--- src/rtl/stat_pkg.sv ---
// Package: shared operation classes and status bit positions.
// Assumes an 8-bit status byte; the bit positions are architectural.
package stat_pkg;
    typedef enum logic [1:0] {
        OP_NONE  = 2'b00,
        OP_ADD   = 2'b01,
        OP_SUB   = 2'b10,
        OP_LOGIC = 2'b11
    } alu_cls_e;

    localparam int unsigned STAT_W = 8;
    localparam int unsigned BIT_C  = 0;
    localparam int unsigned BIT_DC = 1;
    localparam int unsigned BIT_Z  = 2;
    localparam int unsigned BIT_PD = 3;
    localparam int unsigned BIT_TO = 4;
    localparam int unsigned USED_W = BIT_TO + 1;
endpackage

--- src/rtl/arith_flags.sv ---
// Module: carry and digit-carry generation for add and subtract.
// Subtract is formed as a + ~b + 1, so the carries mean "no borrow".
// Assumes NIB_W < DATA_W. The block is purely combinational.
module arith_flags #(
    parameter int unsigned DATA_W = 8,
    parameter int unsigned NIB_W  = 4
) (
    input  logic [DATA_W-1:0] a,
    input  logic [DATA_W-1:0] b,
    input  logic              is_sub,
    output logic              carry,
    output logic              dcarry
);
    logic [DATA_W-1:0] b_eff;
    logic [DATA_W:0]   full_sum;
    logic [NIB_W:0]    low_sum;

    // Select the true or inverted second operand and add the carry-in.
    always_comb begin
        b_eff    = is_sub ? ~b : b;
        full_sum = {1'b0, a} + {1'b0, b_eff} + {{DATA_W{1'b0}}, is_sub};
        low_sum  = {1'b0, a[NIB_W-1:0]} + {1'b0, b_eff[NIB_W-1:0]}
                 + {{NIB_W{1'b0}}, is_sub};
        carry    = full_sum[DATA_W];
        dcarry   = low_sum[NIB_W];
    end
endmodule

--- src/rtl/zero_detect.sv ---
// Module: reduces a result word to a single "all zero" flag.
// Assumes nothing beyond the width parameter. The block is combinational.
module zero_detect #(
    parameter int unsigned DATA_W = 8
) (
    input  logic [DATA_W-1:0] res,
    output logic              is_zero
);
    // NOR reduction of the result word.
    always_comb is_zero = ~|res;
endmodule

--- src/rtl/pwr_flags.sv ---
// Module: power-down and time-out flag pair.
// Assumes single-cycle event strobes. Reset is power-up and sets both flags.
// Priorities: sleep beats clear for power-down; overflow beats both for time-out.
module pwr_flags (
    input  logic clk,
    input  logic rst_n,
    input  logic clrwdt_stb,
    input  logic sleep_stb,
    input  logic wdt_to_stb,
    output logic pd_q,
    output logic to_q
);
    // Power-down flag: set by clear, cleared by sleep (sleep wins).
    always_ff @(posedge clk) begin
        if (!rst_n)          pd_q <= 1'b1;
        else if (sleep_stb)  pd_q <= 1'b0;
        else if (clrwdt_stb) pd_q <= 1'b1;
    end

    // Time-out flag: cleared by overflow, set by clear or sleep.
    always_ff @(posedge clk) begin
        if (!rst_n)                        to_q <= 1'b1;
        else if (wdt_to_stb)               to_q <= 1'b0;
        else if (clrwdt_stb || sleep_stb)  to_q <= 1'b1;
    end

    AST_SLEEP_CLEARS_PD: assert property (@(posedge clk) disable iff (!rst_n)
        sleep_stb |=> !pd_q);
    AST_CLEAR_SETS_BOTH: assert property (@(posedge clk) disable iff (!rst_n)
        (clrwdt_stb && !sleep_stb && !wdt_to_stb) |=> (pd_q && to_q));
    AST_OVERFLOW_CLEARS_TO: assert property (@(posedge clk) disable iff (!rst_n)
        wdt_to_stb |=> !to_q);
    AST_OVERFLOW_KEEPS_PD: assert property (@(posedge clk) disable iff (!rst_n)
        (wdt_to_stb && !sleep_stb && !clrwdt_stb) |=> $stable(pd_q));
endmodule

--- src/rtl/status_flags.sv ---
// Module: status register for the ALU (top).
// Carry and digit carry come from the operands; zero comes from the supplied result.
// Assumes alu_result matches the operation for arithmetic classes.
// A software write touches bits 2..0 only, and only on cycles with no operation.
module status_flags
    import stat_pkg::*;
#(
    parameter int unsigned DATA_W = 8,
    parameter int unsigned NIB_W  = 4
) (
    input  logic              clk,
    input  logic              rst_n,
    input  logic [1:0]        op_cls,
    input  logic [DATA_W-1:0] opnd_a,
    input  logic [DATA_W-1:0] opnd_b,
    input  logic [DATA_W-1:0] alu_result,
    input  logic              wr_en,
    input  logic [STAT_W-1:0] wr_data,
    input  logic              clrwdt_stb,
    input  logic              sleep_stb,
    input  logic              wdt_to_stb,
    output logic [STAT_W-1:0] status
);
    localparam int unsigned SPARE_W = STAT_W - USED_W;

    alu_cls_e cls;
    logic     arith_c, arith_dc, res_zero;
    logic     c_q, dc_q, z_q, pd_q, to_q;
    logic     is_arith;

    // Decode the operation class.
    always_comb begin
        cls      = alu_cls_e'(op_cls);
        is_arith = (cls == OP_ADD) || (cls == OP_SUB);
    end

    arith_flags #(.DATA_W(DATA_W), .NIB_W(NIB_W)) u_arith (
        .a      (opnd_a),
        .b      (opnd_b),
        .is_sub (cls == OP_SUB),
        .carry  (arith_c),
        .dcarry (arith_dc)
    );

    zero_detect #(.DATA_W(DATA_W)) u_zero (
        .res     (alu_result),
        .is_zero (res_zero)
    );

    pwr_flags u_pwr (
        .clk        (clk),
        .rst_n      (rst_n),
        .clrwdt_stb (clrwdt_stb),
        .sleep_stb  (sleep_stb),
        .wdt_to_stb (wdt_to_stb),
        .pd_q       (pd_q),
        .to_q       (to_q)
    );

    // Carry and digit carry: arithmetic updates, idle-cycle write, else hold.
    always_ff @(posedge clk) begin
        if (!rst_n) begin
            c_q  <= 1'b0;
            dc_q <= 1'b0;
        end else if (is_arith) begin
            c_q  <= arith_c;
            dc_q <= arith_dc;
        end else if (cls == OP_NONE && wr_en) begin
            c_q  <= wr_data[BIT_C];
            dc_q <= wr_data[BIT_DC];
        end
    end

    // Zero flag: any operation updates it, idle-cycle write, else hold.
    always_ff @(posedge clk) begin
        if (!rst_n)                     z_q <= 1'b0;
        else if (cls != OP_NONE)        z_q <= res_zero;
        else if (wr_en)                 z_q <= wr_data[BIT_Z];
    end

    // Assemble the status byte; spare bits are tied low.
    generate
        if (SPARE_W > 0) begin : g_spare
            assign status[STAT_W-1:USED_W] = '0;
        end
    endgenerate
    assign status[BIT_C]  = c_q;
    assign status[BIT_DC] = dc_q;
    assign status[BIT_Z]  = z_q;
    assign status[BIT_PD] = pd_q;
    assign status[BIT_TO] = to_q;

    AST_ZERO_FOLLOWS_RESULT: assert property (@(posedge clk) disable iff (!rst_n)
        (op_cls != 2'b00) |=> (status[BIT_Z] == ($past(alu_result) == '0)));
    AST_LOGIC_KEEPS_CARRY: assert property (@(posedge clk) disable iff (!rst_n)
        (op_cls == 2'b11) |=> (status[1:0] == $past(status[1:0])));
    AST_WRITE_SKIPS_PWR: assert property (@(posedge clk) disable iff (!rst_n)
        (wr_en && !clrwdt_stb && !sleep_stb && !wdt_to_stb) |=> $stable(status[4:3]));
    AST_WRITE_BLOCKED_BY_OP: assert property (@(posedge clk) disable iff (!rst_n)
        (wr_en && op_cls == 2'b11) |=> (status[1:0] == $past(status[1:0])));
endmodule

--- config.mk ---
export PLATFORM = sky130hd
export DESIGN_NAME = status_flags
export DESIGN_NICKNAME = d
export VERILOG_FILES = /design/src/rtl/stat_pkg.sv /design/src/rtl/arith_flags.sv /design/src/rtl/zero_detect.sv /design/src/rtl/pwr_flags.sv /design/src/rtl/status_flags.sv
export SDC_FILE = /design/constraint.sdc
export NUM_CORES = 1
export LEC_CHECK = 0
export BUFFER_PORTS_ARGS = -buffer_cell sky130_fd_sc_hd__buf_2
export CAP_MARGIN = 40
export CORE_MARGIN = 2
export CORE_UTILIZATION = 33
export CTS_CLUSTER_DIAMETER = 200
export DETAILED_ROUTE_END_ITERATION = 8
export GPL_TIMING_DRIVEN = 0
export HOLD_SLACK_MARGIN = 0.05
export PLACE_DENSITY_LB_ADDON = 0.15
export SLEW_MARGIN = 10
export SYNTH_ARGS = -nofsm -noshare
export SYNTH_HDL_FRONTEND = slang
export SYNTH_HIERARCHICAL = 1
export SYNTH_SLANG_ARGS = --single-unit
--- constraint.sdc ---
create_clock -name clk -period 2.2 [get_ports clk]
set_input_delay 0.44 -clock clk [delete_from_list [all_inputs] [get_ports clk]]
set_output_delay 0.44 -clock clk [all_outputs]
set_load 0.02 [all_outputs]
## Word-level counts from Yosys, hierarchy flattened

Cells that the tools add are included.

| word-level totals | value |
|---|---|
| input port bits | 40 |
| register bits | 5 |
| word-level logic and storage cells | 34 |
| output and inout port bits | 8 |

| cells by class | value |
|---|---|
| $add $sub $neg | 4 |
| mux-type cells | 11 |
| equal/unequal tests | 2 |
| bitwise operators | 1 |
| reductions and logical operators | 11 |

Operator list:

| kind | number |
|---|---|
| 1-bit 2-to-1 mux | 10 |
| 2-bit nonzero test | 5 |
| 8-bit by 8-bit adder with 9-bit output | 1 |
| 9-bit by 1-bit adder with 9-bit output | 1 |
| 8-bit 2-to-1 mux | 1 |
| 8-bit NOT | 1 |
| 8-bit OR reduction | 1 |
| 4-bit by 4-bit adder with 5-bit output | 1 |
| 5-bit by 1-bit adder with 5-bit output | 1 |
| 2-bit by 1-bit equality test with 1-bit output (second input constant) | 1 |
| 2-bit equality test (second input constant) | 1 |
| 2-bit logical NOT | 1 |
| 1-bit logical OR | 2 |
| 1-bit logical AND | 1 |
| 1-bit logical NOT | 1 |

## Longest topological paths before layout

| depth | value |
|---|---|
| depth in word-level cells | 5 |
| mapped depth | 10 |
| mapped depth without buffers | 9 |

## Modules after synthesis

The synthesis kept the hierarchy.

Modules (own cells, without submodules):

| module | area an instance (um2) | cells each | times used | seq. area each (um2) |
|---|---|---|---|---|
| status_flags | 239.0 | 27 | 1 | 60.1 |
| arith_flags | 230.2 | 25 | 1 | 0.0 |
| pwr_flags | 58.8 | 6 | 1 | 40.0 |
| zero_detect | 18.8 | 3 | 1 | 0.0 |

## Worst setup path after synthesis

No wires, ideal clock.

| path | value |
|---|---|
| kind | input port to flip-flop |
| start | input op_cls[0] |
| end | register c_q |
| path buffers | 1 |
| slack | 0.059 ns |
| setup time | 0.122 ns |
| required time | 2.078 ns |
| data arrival time | 2.020 ns |
| stages | 10 |
| cell sequence | inv_1 ha_1 buf_6 xor2_1 ha_1 a21oi_1 nand3_2 a221o_1 nand2b_1 o311a_1 |

| between the ends | value |
|---|---|
| word-level cells in the longest chain between the ends | 5 |
| elaborated cells on any way between the ends | 10 |
| those cells by class | add/sub: 2; eq/ne: 2; mux: 2; reduce/logical: 4 |

RTL lines:

| what | RTL line | source |
|---|---|---|
| start, declared | status_flags.sv:13 | `input logic [1:0] op_cls,` |
| 2-bit equality test (*) | status_flags.sv:40 | `.is_sub (cls == OP_SUB),` |
| 8-bit 2-to-1 mux | arith_flags.sv:20 | `b_eff = is_sub ? ~b : b;` |
| 8-bit by 8-bit adder with 9-bit output | arith_flags.sv:21 | `full_sum = {1'b0, a} + {1'b0, b_eff} + {{DATA_W{1'b0}}, is_sub};` |
| 9-bit by 1-bit adder with 9-bit output (*) | arith_flags.sv:21 |  |
| net arith_c | status_flags.sv:27 | `logic arith_c, arith_dc, res_zero;` |
| 1-bit 2-to-1 mux (*) | status_flags.sv:65 | `end else if (is_arith) begin` |
| end signal, assigned | status_flags.sv:66 | `c_q <= arith_c;` |
| end signal, assigned | status_flags.sv:69 | `c_q <= wr_data[BIT_C];` |
| end, declared | status_flags.sv:28 | `logic c_q, dc_q, z_q, pd_q, to_q;` |

Mark *: on every way through the listed nets, which the timed path passes. The rest lies on a longest branch.
A chain may end at the register's enable or synchronous reset.

## Worst setup path in the final report

Same ends and word-level chain as after synthesis.

==> flow_summary_export.csv <==
group,metric,value,unit
clocking,clkSinkCount,5,
global_routing,grt_pass1_vias,504,
synthesis,synth_fa_ha_area_share,20.6,%
route,ant_nets,0,
floorplanning,coreArea,1520,sq um
critical_path,critPathRequiredTime,2330,ps
layout,final_core_util,52.5,%
route,firstDrtPassIters,2,
timing,layout_min_cycle_time,2050,ps
critical_path,cpMaxStageDelayCell,"ha_1",
run,cap_violations,0,
place,hpwlAfterDp,1040,microns
floorplanning,die-width,44.7,microns
timing,rsz0062_at_grt,"false",
global_routing,grt_start_max_net_pins,9,
synthesis,synth_compound_area_share,13.7,%
timing,setup_viol,0,
global_routing,grt_overflow,0,
power,ir_drop,0.237,mV
critical_path,critical_path_class,"in2reg",
critical_path,startpoint_type,"primary input",
floorplanning,rows,14,
clocking,clkSlewWorstSetupHoldPaths,50,ps
route,routedWlPerCell,9.65,microns
power,total_power,355,uW
layout,finish.net_count,156,
clocking,ctsHtreeMaxLevel,1,
place,place_congestion,0.611,
synthesis,syn_inst,61,
status,outcome,"complete, no violations",
critical_path,crit_chain,"buf_2 > inv_1 > ha_1 > buf_6 > xor2_1 > ha_1 > a21oi_2 > nand3_2 > a221o_1 > nand2b_1 > o311a_1",
clocking,cts_tree,"built",
floorplanning,die_h,44.7,microns
timing,setup_ws,153,ps
clocking,clock_latency,240,ps
route,vias_per_cell,4.61,
min_path,hp-class,"in2reg",
power,p_per_area,444,nW/um^2
timing,hold_viol_final,0,
layout,area_growth_syn_to_layout,46.2,%
floorplanning,start_util,35.9,%
layout,insertedDiodeCount,0,
floorplanning,dieArea,2000,sq um
timing,setup_tns,0,ps
timing,fmax,489,MHz
route,drc,0,
critical_path,path_common_cell,"ha_1",
clocking,cts-root-buf,"clkbuf_4",
synthesis,yosys_warnings,6,
layout,drive_gt1_share,52.8,%
critical_path,worst-r2r-setup-slack,1340,ps
clocking,cts_hold_buf,0,
synthesis,ys_seq_area_share,18.3,%
synthesis,yosys.area_share.simple,17.2,%
power,power.leakage,0.462,nW
synthesis,synth_area,547,sq um
route,wl,1180,microns
place,io_buffers,39,
critical_path,worstPathMaxFanout,8,
global_routing,antenna_found_initial,0,
synthesis,synth-xor-area-share,11.2,%
critical_path,cp-end-kind,"flip-flop",
clocking,clk_path_buf_depth,2,
route,vias,562,
layout,n_fill_cell,165,
timing,drv_slew,0,
synthesis,ys_ff_latch,5,
global_routing,groute.usage.overall,13.3,%
synthesis,syn_avg_cell_area,8.96,sq um
critical_path,cp_data_arrival_time,2180,ps
synthesis,muxShareOfSynthArea,3.89,%
critical_path,critical-path-max-stage-delay,320,ps
synthesis,synth_top_family_by_area,"adder cells",
layout,multi_input_area,379,sq um
place,detailedPlace.worstSlack,-148,ps
synthesis,yosysUniqueCellTypes,25,
clocking,numCtsBuffers,3,
route,drt_iter0_markers,2,
global_routing,grt_pass1_wl,1930,microns
floorplanning,ios,48,
layout,regArea,100,sq um
timing,fin_crit_sh,93.0,%
timing,skew,0,ps
[power breakdown]
group	switching (mW)	internal, mW	total, mW
combinational	0.0652	0.0788	0.144
clock	0.0404	0.0687	0.109
sequential	0.00323	0.0986	0.102
total	0.109	0.246	0.355
[cell usage in the layout, fill, tap and decap left out, types with 3 or more instances in the layout]
cell	Yosys	routed
clkbuf_4	0	3
xor2_1	7	7
buf_4	8	8
buf_2	0	39
ha_1	9	9
conb_1	1	3
dfxtp_1	5	5
[synth_stat cells, drive strengths merged]
master  number  area, sq um
and4         1         8.76
a221o        1         10.0
mux2         1         11.3
nor2         2         7.51
nand4        1         6.26
conb         1         3.75
mux2i        1         10.0
xor2         7         61.3
ha           9          113
o21ai        3         15.0
o311a        2         20.0
a21oi        3         15.0
a21boi       2         15.0
dfxtp        5          100
or4          2         15.0
inv          2         7.51
nand2b       2         12.5
nand3        3         20.0
and3         2         15.0
nand2        1         3.75
buf          9         71.3
nor3         1         5.00
[logic make-up (layout without fill, tap and decap cells)]
family | Yosys count | after routing
XOR/XNOR | 7 | 7
other | 1 | 3
multiplexers | 2 | 2
adder cells (fa/ha/maj) | 9 | 9
AND/OR/NAND/NOR | 15 | 15
AO/OA/AOI/OAI | 11 | 11
buffers and inverters | 11 | 54
flip-flops | 5 | 5
[registers in the layout, summed over array words and instances, names as in the netlist]
signal	count
u_pwr/pd_q	1
z_q	1
u_pwr/to_q	1
c_q	1
dc_q	1
[per-stage QoR]
| stage | std cells | hold WS, ps | cell area (sq um) |
|---|---|---|---|
| finish | 122 | 382 | 800 |
| global route | 122 | 390 | 800 |
| CTS | 122 | 373 | 796 |
| detailed placement | 118 | 504 | 769 |
| global placement | 118 | 494 | 769 |
| floorplan | 63 | 475 | 554 |
[per-layer routing]
metal  vias to the layer above  share of wire, %  GRT usage (%)
li1                        301                 -              -
met1                       240                37           13.7
met2                        21                55           24.9
met3                         0               7.1           6.00
met4                         0                 0           1.82
met5                         -                 0              0
[timing repair]
action                     in CTS  in global routing
setup buffers                   0                  0
setup endpoints to repair       0                  1
hold endpoints to repair        0                  0
gates resized for setup         0                  1
[worst max-delay path, delay by kind of cell]
family	cells	cell delay, ps
adder cells (fa/ha/maj)	2	520
AO/OA/AOI/OAI	3	580
XOR/XNOR	1	140
AND/OR/NAND/NOR	2	230
buffers and inverters	3	260
[cell type report]
class,instances,share of cell area [%]
multi-input combinational,47,47.4
timing repair buffer,39,24.4
sequential,5,12.5
buffer,9,8.92
clock buffer,4,3.29
tap,16,2.50
inverter,2,0.939
[worst paths after layout]
path	from	to	depth (start not counted)
worst max-delay path	op_cls[0]	c_q	11
worst min-delay path	wdt_to_stb	u_pwr/to_q	2
worst max register to register	c_q	c_q	2
worst min register to register	u_pwr/pd_q	u_pwr/pd_q	2
(Power assumes the default switching activity.)
